`config.mk`:
```
export PLATFORM = sky130hd
export DESIGN_NAME = slv_frame_timer
export DESIGN_NICKNAME = d
export VERILOG_FILES = /design/src/rtl/sft_pkg.sv /design/src/rtl/sft_phase_gen.sv /design/src/rtl/sft_lane.sv /design/src/rtl/slv_frame_timer.sv
export SDC_FILE = /design/constraint.sdc
export NUM_CORES = 1
export LEC_CHECK = 0
export BUFFER_PORTS_ARGS = -buffer_cell sky130_fd_sc_hd__clkbuf_2
export CAP_MARGIN = 20
export CORE_MARGIN = 3
export CORE_UTILIZATION = 50
export DETAILED_ROUTE_END_ITERATION = 10
export GPL_TIMING_DRIVEN = 0
export PLACE_DENSITY_LB_ADDON = 0.15
export SETUP_SLACK_MARGIN = 0.15
export SYNTH_ARGS = -nofsm -noshare
export SYNTH_HDL_FRONTEND = slang
export SYNTH_SLANG_ARGS = --single-unit
```
`constraint.sdc`:
```
create_clock -name clk -period 3.1 [get_ports clk]
set_input_delay 0.62 -clock clk [delete_from_list [all_inputs] [get_ports clk]]
set_output_delay 0.62 -clock clk [all_outputs]
set_load 0.01 [all_outputs]
```
`src/rtl/sft_pkg.sv`:
```
package sft_pkg;

  localparam int unsigned SFT_BCLK_DIV = 64;
  localparam int unsigned SFT_CH_BITS  = 8;
  localparam int unsigned SFT_DCLK_DIV = 512;
  localparam int unsigned SFT_D_LANES  = 2;

  function automatic int unsigned sft_frame_len(input int unsigned bdiv,
                                                input int unsigned bits);
    return 2 * bits * bdiv;
  endfunction

  function automatic int unsigned sft_d_bits(input int unsigned bdiv,
                                             input int unsigned bits,
                                             input int unsigned ddiv);
    return (2 * bits * bdiv) / ddiv;
  endfunction

endpackage

```
`src/rtl/sft_phase_gen.sv`:
```
module sft_phase_gen #(
  parameter  int unsigned BDIV = 64,
  parameter  int unsigned BITS = 8,
  parameter  int unsigned DDIV = 512,
  localparam int unsigned FLEN = 2 * BITS * BDIV,
  localparam int unsigned CW   = $clog2(FLEN)
) (
  input  logic          clk,
  input  logic          rst_n,
  input  logic          start,
  output logic          nx_active,
  output logic [CW-1:0] nx_cnt,
  output logic          frame_done,
  output logic          bclk,
  output logic          dclk,
  output logic          en1
);
  localparam int unsigned BSW = $clog2(BDIV);
  localparam int unsigned DSW = $clog2(DDIV);

  logic          act_q, act_d;
  logic [CW-1:0] cnt_q, cnt_d;
  logic          bclk_q, dclk_q, en1_q;
  logic          last;

  assign last = act_q && (cnt_q == CW'(FLEN - 1));

  always_comb begin
    act_d = act_q;
    cnt_d = cnt_q;
    if (start) begin
      act_d = 1'b1;
      cnt_d = '0;
    end else if (last) begin
      act_d = 1'b0;
      cnt_d = '0;
    end else if (act_q) begin
      cnt_d = cnt_q + CW'(1);
    end
  end

  assign frame_done = last && !start;
  assign nx_active  = act_d;
  assign nx_cnt     = cnt_d;

  always_ff @(posedge clk or negedge rst_n) begin
    if (!rst_n) begin
      act_q  <= 1'b0;
      cnt_q  <= '0;
      bclk_q <= 1'b0;
      dclk_q <= 1'b0;
      en1_q  <= 1'b0;
    end else begin
      act_q  <= act_d;
      cnt_q  <= cnt_d;
      bclk_q <= act_d & ~cnt_d[BSW-1];
      dclk_q <= act_d & ~cnt_d[DSW-1];
      en1_q  <= act_d & (cnt_d < CW'(FLEN / 2));
    end
  end

  assign bclk = bclk_q;
  assign dclk = dclk_q;
  assign en1  = en1_q;

  // rising bit-clock edges counted since the last start
  logic [CW-1:0] chk_rises;
  always_ff @(posedge clk or negedge rst_n) begin
    if (!rst_n)                                      chk_rises <= '0;
    else if (start)                                  chk_rises <= CW'(1);
    else if (act_d && !cnt_d[BSW-1] && !bclk_q)      chk_rises <= chk_rises + CW'(1);
  end

  AST_START_OPENS: assert property (@(posedge clk) disable iff (!rst_n)
    start |=> (en1_q && bclk_q && dclk_q));
  AST_BCLK_RUN: assert property (@(posedge clk) disable iff (!rst_n)
    chk_rises <= CW'(2 * BITS));
  AST_DCLK_ALIGN: assert property (@(posedge clk) disable iff (!rst_n)
    $rose(dclk_q) |-> $rose(bclk_q));

endmodule

```
`src/rtl/sft_lane.sv`:
```
module sft_lane #(
  parameter int unsigned W   = 16,
  parameter int unsigned DIV = 64,
  parameter int unsigned CW  = 10
) (
  input  logic          clk,
  input  logic          rst_n,
  input  logic          start,
  input  logic          nx_active,
  input  logic [CW-1:0] nx_cnt,
  input  logic          frame_done,
  input  logic [W-1:0]  tx_word,
  input  logic          ser_in,
  output logic          ser_out,
  output logic [W-1:0]  rx_word
);
  localparam int unsigned SW = $clog2(DIV);

  logic [W-1:0]  word_q, word_d;
  logic [W-1:0]  sh_q, sh_d;
  logic [W-1:0]  rx_q, rx_d;
  logic          ser_q, ser_d;
  logic [W-1:0]  cur, shifted;
  logic [SW-1:0] sub;
  logic [CW-1:0] idx;
  logic          smp;

  assign sub     = nx_cnt[SW-1:0];
  assign idx     = nx_cnt >> SW;
  assign cur     = start ? tx_word : word_q;
  assign shifted = cur << idx;
  assign smp     = nx_active && (sub == SW'(DIV / 2));

  always_comb begin
    word_d = cur;
    ser_d  = ser_q;
    if (!nx_active)      ser_d = 1'b0;
    else if (sub == '0)  ser_d = shifted[W-1];
    sh_d = smp ? {sh_q[W-2:0], ser_in} : sh_q;
    rx_d = frame_done ? sh_q : rx_q;
  end

  always_ff @(posedge clk or negedge rst_n) begin
    if (!rst_n) begin
      word_q <= '0;
      sh_q   <= '0;
      rx_q   <= '0;
      ser_q  <= 1'b0;
    end else begin
      word_q <= word_d;
      sh_q   <= sh_d;
      rx_q   <= rx_d;
      ser_q  <= ser_d;
    end
  end

  assign ser_out = ser_q;
  assign rx_word = rx_q;

  AST_SER_HOLD: assert property (@(posedge clk) disable iff (!rst_n)
    (nx_active && (nx_cnt[SW-1:0] != '0)) |=> $stable(ser_out));
  AST_RX_HOLD: assert property (@(posedge clk) disable iff (!rst_n)
    !frame_done |=> $stable(rx_word));

endmodule

```
`src/rtl/slv_frame_timer.sv`:
```
module slv_frame_timer
  import sft_pkg::*;
#(
  parameter int unsigned BDIV    = SFT_BCLK_DIV,
  parameter int unsigned BITS    = SFT_CH_BITS,
  parameter int unsigned DDIV    = SFT_DCLK_DIV,
  parameter int unsigned D_LANES = SFT_D_LANES
) (
  input  logic                           clk,
  input  logic                           rst_n,
  input  logic                           burst_rx,
  input  logic                           vd_in,
  input  logic [BITS-1:0]                b_tx_ch1,
  input  logic [BITS-1:0]                b_tx_ch2,
  input  logic                           b_ser_in,
  input  logic [D_LANES*sft_d_bits(BDIV,BITS,DDIV)-1:0] d_tx_word,
  input  logic [D_LANES-1:0]             d_ser_in,
  output logic                           bclk,
  output logic                           dclk,
  output logic                           en1,
  output logic                           en2,
  output logic                           vd_out,
  output logic                           b_ser_out,
  output logic [BITS-1:0]                b_rx_ch1,
  output logic [BITS-1:0]                b_rx_ch2,
  output logic [D_LANES-1:0]             d_ser_out,
  output logic [D_LANES*sft_d_bits(BDIV,BITS,DDIV)-1:0] d_rx_word
);
  localparam int unsigned FLEN = sft_frame_len(BDIV, BITS);
  localparam int unsigned CW   = $clog2(FLEN);
  localparam int unsigned DB   = sft_d_bits(BDIV, BITS, DDIV);

  logic          nx_active, frame_done;
  logic [CW-1:0] nx_cnt;
  logic          en1_w;
  logic          vd_q, vd_d;
  logic [2*BITS-1:0] b_rx_w;

  sft_phase_gen #(.BDIV(BDIV), .BITS(BITS), .DDIV(DDIV)) u_phase (
    .clk        (clk),
    .rst_n      (rst_n),
    .start      (burst_rx),
    .nx_active  (nx_active),
    .nx_cnt     (nx_cnt),
    .frame_done (frame_done),
    .bclk       (bclk),
    .dclk       (dclk),
    .en1        (en1_w)
  );

  assign en1 = en1_w;
  assign en2 = ~en1_w;

  sft_lane #(.W(2*BITS), .DIV(BDIV), .CW(CW)) u_voice (
    .clk        (clk),
    .rst_n      (rst_n),
    .start      (burst_rx),
    .nx_active  (nx_active),
    .nx_cnt     (nx_cnt),
    .frame_done (frame_done),
    .tx_word    ({b_tx_ch1, b_tx_ch2}),
    .ser_in     (b_ser_in),
    .ser_out    (b_ser_out),
    .rx_word    (b_rx_w)
  );

  assign b_rx_ch1 = b_rx_w[2*BITS-1:BITS];
  assign b_rx_ch2 = b_rx_w[BITS-1:0];

  for (genvar gi = 0; gi < D_LANES; gi++) begin : g_dlane
    sft_lane #(.W(DB), .DIV(DDIV), .CW(CW)) u_dlane (
      .clk        (clk),
      .rst_n      (rst_n),
      .start      (burst_rx),
      .nx_active  (nx_active),
      .nx_cnt     (nx_cnt),
      .frame_done (frame_done),
      .tx_word    (d_tx_word[gi*DB +: DB]),
      .ser_in     (d_ser_in[gi]),
      .ser_out    (d_ser_out[gi]),
      .rx_word    (d_rx_word[gi*DB +: DB])
    );
  end

  assign vd_d = burst_rx ? vd_in : vd_q;

  always_ff @(posedge clk or negedge rst_n) begin
    if (!rst_n) vd_q <= 1'b0;
    else        vd_q <= vd_d;
  end

  assign vd_out = vd_q;

  AST_VD_HOLD: assert property (@(posedge clk) disable iff (!rst_n)
    !burst_rx |=> $stable(vd_out));

endmodule

```
Word-level counts from Yosys, hierarchy flattened
Index checks and enable logic that the tools add are counted.
{ "op_classes": {"n_eq_ne": 5, "n_reduce_logical": 7, "n_bitwise": 6, "addsub": 1, "magnitude_cmp": 1, "n_mux": 14, "shift": 3} }
{ "ops": {"columns": ["operator", "count"], "rows": [
  ["10-bit two-way mux", 3],
  ["16-bit two-way mux", 1],
  ["16-bit by 4-bit left shift with 16-bit output", 1],
  ["10-bit by 1-bit adder with 10-bit output, second input constant", 1],
  ["10-bit equality test, second input constant", 1],
  ["10-bit < comparator, second input constant", 1],
  ["9-bit equality test, second input constant", 1],
  ["9-bit logical NOT", 1],
  ["1-bit two-way mux", 8],
  ["6-bit equality test, second input constant", 1],
  ["6-bit logical NOT", 1],
  ["1-bit logical AND", 4],
  ["2-bit two-way mux", 2],
  ["2-bit != test, second input constant", 2],
  ["2-bit by 1-bit left shift with 2-bit output", 2],
  ["1-bit bitwise AND", 3],
  ["1-bit inverter", 3],
  ["1-bit logical NOT", 1]
]} }
{ "word_totals": {"elab_cells": 55, "in_bits": 27, "reg_bits": 78} }

Longest topological paths before layout
Gate-level depths: netlist of run 1.
{ "logic_depth": {"depth_word": 7, "depth_mapped": 10, "ltp_nobuf": 8} }

By module
Synthesis of run 1 repeated with hierarchy kept, for this count alone.
{ "hier_totals": {"cells_unflattened": 265, "hier_area_um2": 3598.5} }
{ "modules_own_cells": {"columns": ["module", "area_per_inst_um2", "n_inst", "seq_area_each_um2", "cells_per_inst"], "rows": [
  ["sft_lane (u_voice)", 2172.1, 1, 1226.2, 140],
  ["sft_phase_gen", 754.5, 1, 350.3, 78],
  ["sft_lane (g_dlane[0].u_dlane ...)", 314.1, 2, 175.2, 22],
  ["slv_frame_timer", 43.8, 1, 25.0, 3]
]} }

Least setup slack after synthesis of run 1
Ideal clock, no wire load.
{ "synth_timing": {"path_type": "register to register", "from": "register u_phase.cnt_q[0]", "to": "register u_voice.sh_q[15]", "synth_period_minus_slack_ps": 2416, "n_path_buf": 2, "required_ps": 2972, "t_arrival_ps": 2289, "path_slack_ps": 684, "path_stages_with_launch": 9, "cell_sequence": "dfrtp_1 ha_1 nand4_4 o41a_1 a211oi_1 and3_1 buf_4 buf_6 mux2_1"} }
{ "synth_between": {"elab_chain_cells": 6} }
{ "synth_rtl": {"columns": ["item", "line_no", "rtl"], "rows": [
  ["from (decl)", "sft_phase_gen.sv:22", "logic [CW-1:0] cnt_q, cnt_d;"],
  ["from (signal assigned)", "sft_phase_gen.sv:55", "cnt_q <= cnt_d;"],
  ["10-bit by 1-bit adder with 10-bit output or 10-bit equality test (tied branches)", "sft_phase_gen.sv:38, sft_phase_gen.sv:26", null],
  ["10-bit two-way mux or 1-bit logical AND (tied branches)", "sft_phase_gen.sv:37, sft_phase_gen.sv:26", null],
  ["10-bit two-way mux", "sft_phase_gen.sv:34", "end else if (last) begin"],
  ["10-bit two-way mux", "sft_phase_gen.sv:31", "if (start) begin"],
  ["6-bit equality test", "sft_lane.sv:32", "assign smp = nx_active && (sub == SW'(DIV / 2));"],
  ["1-bit logical AND *", "sft_lane.sv:32", null],
  ["to (signal assigned)", "sft_lane.sv:46", "sh_q <= '0;"],
  ["to (signal assigned)", "sft_lane.sv:51", "sh_q <= sh_d;"],
  ["to (decl)", "sft_lane.sv:20", "logic [W-1:0] sh_q, sh_d;"]
]} }
Mark *: on every way between the ends. The rest lies on a longest branch, timed or not.
A chain may end at the register's enable or synchronous reset.

Worst setup path in the final report of run 1
{ "layout_timing": {"from": "register u_phase.cnt_q[0]", "to": "register g_dlane[0].u_dlane.sh_q[1]"} }
{ "layout_between": {"elab_chain_cells": 6} }
{ "layout_rtl": {"columns": ["item", "line_no"], "rows": [
  ["10-bit by 1-bit adder with 10-bit output or 10-bit equality test (tied branches)", "sft_phase_gen.sv:38, sft_phase_gen.sv:26"],
  ["10-bit two-way mux or 1-bit logical AND (tied branches)", "sft_phase_gen.sv:37, sft_phase_gen.sv:26"],
  ["10-bit two-way mux", "sft_phase_gen.sv:34"],
  ["10-bit two-way mux", "sft_phase_gen.sv:31"],
  ["9-bit equality test", "sft_lane.sv:32"],
  ["1-bit logical AND *", "sft_lane.sv:32"],
  ["to (signal assigned)", "sft_lane.sv:46"],
  ["to (signal assigned)", "sft_lane.sv:51"],
  ["to (decl)", "sft_lane.sv:20"]
]} }
Marks and branches as above.

==> flow_summary.ini, run 1 <==
[timing]
grt_setup_unrepaired = false
worst_pin_slew_ns = 0.6391
layout_worst_path_cycle_share_pct = 86.57
setup_total_negative_slack_ns = 0
slew_headroom_pct = 57.40
finalCriticalPeriod_ns = 2.684
timing.final.setup_violations = 0
drv_slew = 0
skew_ns = 0.01332
timing_hold_violations_final = 0
achievable-frequency_ghz = 0.3726

[setup_path]
crit_path_max_fanout = 10
timing.reg2reg.worst_path_depth = 7
critical_path.reg2reg.endpoint = g_dlane[0].u_dlane.sh_q[1]
reg2reg_slack_ns = 0.42
cp-end-kind = flop
last_element_of_the_critical_path = g_dlane[0].u_dlane.sh_q[1]
timing.critical_path.required_ns = 3.33
timing.setup.critical_path_class = reg -> reg
startpoint_type = flop
timing.critical_path.from = u_phase.cnt_q[0]
timing.critical_path.arrival_ns = 2.92
timing.rr.start = u_phase.cnt_q[0]

[power_and_ir_drop]
cellLeakagePower_nw = 2.036
vdd.ir_drop.worst_uv = 369.1
comb_power_share_pct = 8.7
clock_power_share_pct = 37.9
switching_share_pct = 24.50
seq_power_share_pct = 53.4
power.internal_mw = 1.513
power_per_cell_area_mw_per_mm2 = 473.4
switchingPower_mw = 0.4909

[routing]
drc = 0
wirelength_mm = 6.783
total_iterations_of_the_first_detailed_routing_run = 4
post_drt_wl_per_cell_um = 14.88
first_iter_violations = 142
vias = 2429
vias_per_cell = 5.327
antenna_violating_nets_post_route = 0

[place]
gp_routability_congestion = 0.8693
place.detailed.hpwl_mm = 4.835
instance_count_after_placement_with_tap_cells_included = 438
io_buffers = 53

[cts]
postCtsHoldBufs = 0
worst_setup_hold_path_clk_slew_ns = 0.09
clock_tree.root_cell = clkbuf_8
cts.sinks = 78
clk_latency_ns = 0.35
cts_buffers = 9
maximum_count_of_clock_buffers_along_a_single_path = 2
cts_max_level = 3
cts_tree = done

[job]
timing.max_cap.violations = 0

[synthesis]
ys_ff_latch = 78
ys_types = 56
synth.largest_area_cell = dfrtp_1
synthesis.area_per_instance_um2 = 12.53
yosysSeqAreaShare_pct = 54.09
synth-edff-count = 0
synthesis.instances = 288
top_area_cells_in_the_synthesized_netlist = dfrtp_1 (54%), mux2_2 (13%), mux2_4 (3.7%)
syn-num-nets = 316
synth_warnings = 0
ys_async_sr_fraction_pct = 100.0
netlist.area_leader.share_pct = 54.09
synthesized_area_mm2 = 0.003608
ys_dominant_reg_cell = dfrtp_1

[die]
row_count = 30
die_y_um = 90.95
core_area_mm2 = 0.006907
floorplan.initialDensity_pct = 52.25
floorplan.io_pins = 55
dieWidth_um = 90.95
fp.dieArea_mm2 = 0.008272

[global_routing]
antenna_found_initial = 0
grt_first_pass_wirelength_mm = 11.65
global_route.usage.total_pct = 17.51
grt_pass1_vias = 2428
aggregate_global_routing_overflow = 0
maximum_number_of_pins_on_one_net_before_global_route_repair = 60

[final_layout]
area_growth_syn_to_layout_pct = 17.30
layout.core_utilization_pct = 61.29
multi_input_area_mm2 = 0.001506
regArea_mm2 = 0.001952
ratio_of_cells_with_drive_above_1_in_the_final_layout_pct = 40.56
final.fill_count = 603
antennaDiodeCount = 0
final_net_count = 383
post_layout_nonfiller_instances = 456

[hold_path]
worstHoldPathType = in -> async

[status]
status = finished clean
placed cells by master, fill, tap and decap left out, types with 3 or more instances in the layout:
cell type | synthesis | routed
dfrtp_1 | 78 | 78
clkbuf_2 | 0 | 52
mux2_2 | 43 | 43
nand2_1 | 15 | 15
nor2_1 | 14 | 14
inv_1 | 12 | 12
buf_4 | 7 | 9
a21oi_1 | 9 | 9
mux2_4 | 9 | 9
clkbuf_8 | 0 | 9
and3_1 | 6 | 6
o21ai_0 | 6 | 6
mux2i_1 | 6 | 6
nor3_1 | 6 | 6
a211oi_1 | 6 | 6
clkbuf_1 | 5 | 5
mux2_1 | 5 | 5
buf_2 | 3 | 3
nand3_1 | 3 | 3
o21ai_1 | 3 | 3
or3_1 | 3 | 3
nand3b_1 | 3 | 3
clkinv_2 | 0 | 3
state kept, by name, summed over array words and instances (netlist names), 2 cells and up:
name / cells
u_phase.cnt_q: 10
g_dlane.u_dlane.rx_word: 4
u_voice.rx_word: 16
u_voice.sh_q: 16
u_voice.word_q: 16
g_dlane.u_dlane.sh_q: 4
g_dlane.u_dlane.ser_out: 2
g_dlane.u_dlane.word_q: 4
power by group through the flow:
stage	clock network (mW)	registers, mW	logic (mW)
3_3_place_gp	0	1.09	0.164
3_5_place_dp	0	1.09	0.172
4_1_cts	0.784	1.07	0.173
2_1_floorplan	0	1.09	0.102
6_report	0.760	1.07	0.174
5_1_grt	0.834	1.08	0.196
cell families (layout without fill, tap and decap cells):
logic type | Yosys count | in the layout | share of synthesized area (%)
flip-flops | 78 | 78 | 54.09
AO/OA/AOI/OAI | 49 | 49 | 10.51
adder cells (fa/ha/maj) | 1 | 1 | 0.3467
buffers and inverters | 30 | 102 | 4.161
AND/OR/NAND/NOR | 64 | 64 | 9.778
XOR/XNOR | 3 | 3 | 0.7283
multiplexers | 63 | 63 | 20.39
layout make-up:
class | instances | share of cell area, %
buffer | 16 | 2.306
tap | 96 | 2.838
multi-input combinational | 180 | 35.59
inverter | 14 | 1.242
clock buffer | 9 | 2.926
clock inverter | 7 | 1.655
timing repair buffer | 56 | 7.331
sequential | 78 | 46.11
routing by layer:
| layer | vias to the layer above | wire length (um) | track usage (%) |
|---|---|---|---|
| met5 | - | 0 | 0 |
| met3 | 9 | 347 | 4.722 |
| li1 | 1187 | - | - |
| met4 | 0 | 95 | 6.407 |
| met2 | 52 | 3225 | 27.16 |
| met1 | 1181 | 3114 | 23.65 |
cells in the mapped netlist (all sizes together) (4+ instances only):
cell / number
and3: 6
o21ai: 9
dfrtp: 78
nor2: 15
nand3: 4
buf: 11
a211oi: 6
inv: 14
a21oi: 10
mux2: 57
mux2i: 6
nor3: 6
nand2: 16
clkbuf: 5
stage by stage:
| step | setup WS (ns) | instance area [um2] | power (mW) | hold WS [ns] |
|---|---|---|---|---|
| after floorplan | 0.6838 | 3608 | 1.190 | 0.3244 |
| after global placement | 0.2289 | 3994 | 1.254 | 0.4580 |
| after detailed placement | 0.2093 | 4024 | 1.263 | 0.4647 |
| after CTS | 0.3180 | 4218 | 2.028 | 0.1726 |
| after global routing | 0.2142 | 4233 | 2.105 | 0.1801 |
| final | 0.4163 | 4233 | 2.004 | 0.1689 |
worst min path at each step:
stage,start,endpoint,cells after the start
floorplan,rst_n,g_dlane[0].u_dlane.rx_word[0],0
global placement,u_voice.word_q[1],u_voice.word_q[1],2
detailed placement,u_voice.word_q[1],u_voice.word_q[1],2
CTS,rst_n,u_voice.word_q[9],1
global route,rst_n,u_voice.word_q[9],1
finish,rst_n,u_voice.word_q[9],1
repair_timing:
item                       CTS  global route
setup endpoints to repair    0             3
hold endpoints to repair     0             0
resized for setup            0             0
setup buffers                0             2
worst max-delay path: stages (launching register included):
cell and delay (ns):
dfrtp_1 0.46, ha_1 0.29, nand4_4 0.20, o41a_1 0.53
a2111oi_4 0.36, buf_4 0.20, nand4_2 0.18, mux2_1 0.35
No activity file was read; power rests on OpenSTA's default activity.
==> run 2, diff against run 1 <==
--- a/config.mk
+++ b/config.mk
@@ -5,6 +5,7 @@
 export SDC_FILE = /design/constraint.sdc
 export NUM_CORES = 1
 export LEC_CHECK = 0
+export ABC_AREA = 1
 export BUFFER_PORTS_ARGS = -buffer_cell sky130_fd_sc_hd__clkbuf_2
 export CAP_MARGIN = 20
 export CORE_MARGIN = 3
==> run 2 against run 1 <==
Effect of this change: hold slack better by 0.079 ns; area after synthesis is 2.2% lower; cell area is 2.6% lower; sequential share of layout area grew 1.2 points; final cell count grew 23%; register-to-register slack improved by 0.32 ns; fmax increased by 14%; sequential power barely moved; largest power group unchanged; highest routed layer unchanged.
==> flow_summary.ini, run 2 <==
[die]
floorplan.io_pins = 55
row_count = 29
die_y_um = 90.02
floorplan.initialDensity_pct = 53.45
core_area_mm2 = 0.006604
fp.dieArea_mm2 = 0.008104
dieWidth_um = 90.02

[synthesis]
yosysSeqAreaShare_pct = 55.30
synth_warnings = 0
synthSimpleGateAreaFrac_pct = 24.35
ys_dominant_reg_cell = dfrtp_1
ys_types = 31
synth.largest_area_cell = dfrtp_1
synthXorXnorAreaFrac_pct = 0.7444
synthesis.instances = 399
cell_with_the_most_instances_after_synthesis = nand2_1
synth-edff-count = 0
synth_top_family_by_area = simple AND/OR/NAND/NOR gates
syn-num-nets = 427
synthesis.area_per_instance_um2 = 8.846
synth_top_cells_by_count = nand2_1 (114), dfrtp_1 (78), inv_1 (57)
ys_async_sr_fraction_pct = 100.0
top_area_cells_in_the_synthesized_netlist = dfrtp_1 (55%), nand2_1 (12%), inv_1 (6.1%)
post_synth_fa_ha_maj_area_fraction_pct = 0.3545
synthesized_area_mm2 = 0.003530
synthMuxAreaShare_pct = 2.162
netlist.area_leader.share_pct = 55.30
synth-compound-area-share_pct = 7.763
ys_ff_latch = 78

[timing]
timing.final.setup_violations = 0
timing.hold.ws_ns = 0.2483
grt_setup_unrepaired = false
finalCriticalPeriod_ns = 2.364
layout_worst_path_cycle_share_pct = 76.25
worst_pin_slew_ns = 0.6820
drv_slew = 0
setup_total_negative_slack_ns = 0
achievable-frequency_ghz = 0.4230
skew_ns = 0.01215
slew_headroom_pct = 54.36
timing_hold_violations_final = 0

[setup_path]
crit_path_max_fanout = 10
timing.setup.critical_path_class = reg -> reg
critical-path-slowest-cell = dfrtp_1
reg2reg_slack_ns = 0.74
timing.rr.start = u_phase.cnt_q[0]
critical-path-top-cell-by-count = nand2_1
startpoint_type = flop
critical_path.reg2reg.endpoint = g_dlane[1].u_dlane.sh_q[0]
crit_path_buffers_inverters = 1
timing.critical_path.required_ns = 3.34
timing.reg2reg.worst_path_depth = 12
critical-path-top-delay-family = simple AND/OR/NAND/NOR gates
cp-end-kind = flop
critical_path.max_stage_delay_ns = 0.44
cp_cell_sequence = ha_1 -> inv_1 -> nor2_1 -> nand3_1 -> nand2_1 -> nand2_2 -> nand2_2 -> nand2_1 -> nor3_4 -> nand2_1 -> nand2_1 -> nand2_1
timing.critical_path.arrival_ns = 2.60

[routing]
wirelength_mm = 6.951
vias = 2731
first_iter_violations = 126
drc = 0
vias_per_cell = 4.859
post_drt_wl_per_cell_um = 12.37
total_iterations_of_the_first_detailed_routing_run = 4
antenna_violating_nets_post_route = 0

[place]
io_buffers = 53
post_dp_cell_area_mm2 = 0.003941
place.detailed.hpwl_mm = 5.135
gp_routability_congestion = 0.8360

[power_and_ir_drop]
power_per_cell_area_mw_per_mm2 = 479.7
vdd.ir_drop.worst_uv = 311.3
cellLeakagePower_nw = 2.117

[final_layout]
final_cell_mix = nand2_1 (114), dfrtp_1 (78), inv_1 (57), clkbuf_2 (52), nand3_1 (34)
final_common_cell = nand2_1
antennaDiodeCount = 0
ratio_of_cells_with_drive_above_1_in_the_final_layout_pct = 22.81
final_design_area_no_fill_mm2 = 0.004123
area_growth_syn_to_layout_pct = 16.80
final_net_count = 492

[hold_path]
worstHoldPathType = in -> async

[global_routing]
antenna_found_initial = 0
grt_first_pass_wirelength_mm = 12.14
busiest_metal_layer_after_global_routing = met2
gr-usage-met1_pct = 25.62
grt_use_met3_pct = 3.172
grt_pass1_vias = 2685
maximum_number_of_pins_on_one_net_before_global_route_repair = 47
met2_usage_in_global_routing_pct = 27.75
aggregate_global_routing_overflow = 0
global_route.usage.total_pct = 18.12

[cts]
cts_setup_buffers = 0
cts_max_level = 3
cts.sinks = 78
cts_buffers = 9
clock_tree.root_cell = clkbuf_8
ctsResizeCount = 0
worst_setup_hold_path_clk_slew_ns = 0.09
clk_latency_ns = 0.34
maximum_count_of_clock_buffers_along_a_single_path = 2
cts_tree = done
postCtsHoldBufs = 0

[status]
status = finished clean

[job]
timing.max_cap.violations = 0
run 2: where the power goes:
| part | switching [mW] | internal, mW |
|---|---|---|
| clock | 0.404 | 0.300 |
| combinational | 0.107 | 0.0772 |
| sequential | 0.0242 | 1.06 |
run 2: final cells by class:
type | count | area, um2
multi-input combinational | 246 | 1249
timing repair buffer | 54 | 295.3
sequential | 78 | 1952
buffer | 17 | 111.4
clock buffer | 9 | 123.9
fill | 618 | 2481
tap | 93 | 116.4
inverter | 58 | 217.7
clock inverter | 7 | 57.56
run 2: worst reg2reg max path, cell delays in order (launching register included):
cell     delay [ns]
dfrtp_1        0.44
ha_1           0.22
inv_1          0.05
nor2_1         0.21
nand3_1        0.13
nand2_1        0.10
nand2_2        0.12
nand2_2        0.20
nand2_1        0.13
nor3_4         0.34
nand2_1        0.17
nand2_1        0.10
nand2_1        0.06
run 2: worst max-delay path by stage:
stage,startpoint,to,slack [ns],cells past startpoint
floorplan,burst_rx,u_voice.sh_q[11],1.05,11
global placement,burst_rx,u_voice.rx_word[2],0.61,6
detailed placement,burst_rx,u_voice.rx_word[12],0.61,6
CTS,u_phase.cnt_q[0],u_voice.rx_word[13],0.73,8
global route,u_phase.cnt_q[0],g_dlane[0].u_dlane.sh_q[1],0.49,12
finish,u_phase.cnt_q[0],g_dlane[1].u_dlane.sh_q[0],0.74,12
run 2: routing by layer:
layer  part of all wire, %  vias up  routed length, um
met5                     0        -                  0
met4                   1.1        0                 75
met3                   4.4        8                304
met2                    46       62               3184
met1                    49     1284               3386
li1                      -     1377                  -
run 2: logic make-up after synthesis:
group,Yosys count
flops,78
xor+xnor,3
compound gates,45
simple gates,190
mux,7
buf+inv,75
fa+ha+maj,1
run 2: through the flow:
step | util, % | total power, mW | worst slack [ns] | instances
after floorplan | - | 1.209 | 1.047 | 399
after global placement | 59.23 | 1.285 | 0.6128 | 545
after detailed placement | 59.68 | 1.297 | 0.6103 | 546
after CTS | 62.43 | 1.990 | 0.7276 | 562
after global routing | 62.43 | 2.069 | 0.4948 | 562
final | 62.43 | 1.978 | 0.7362 | 562
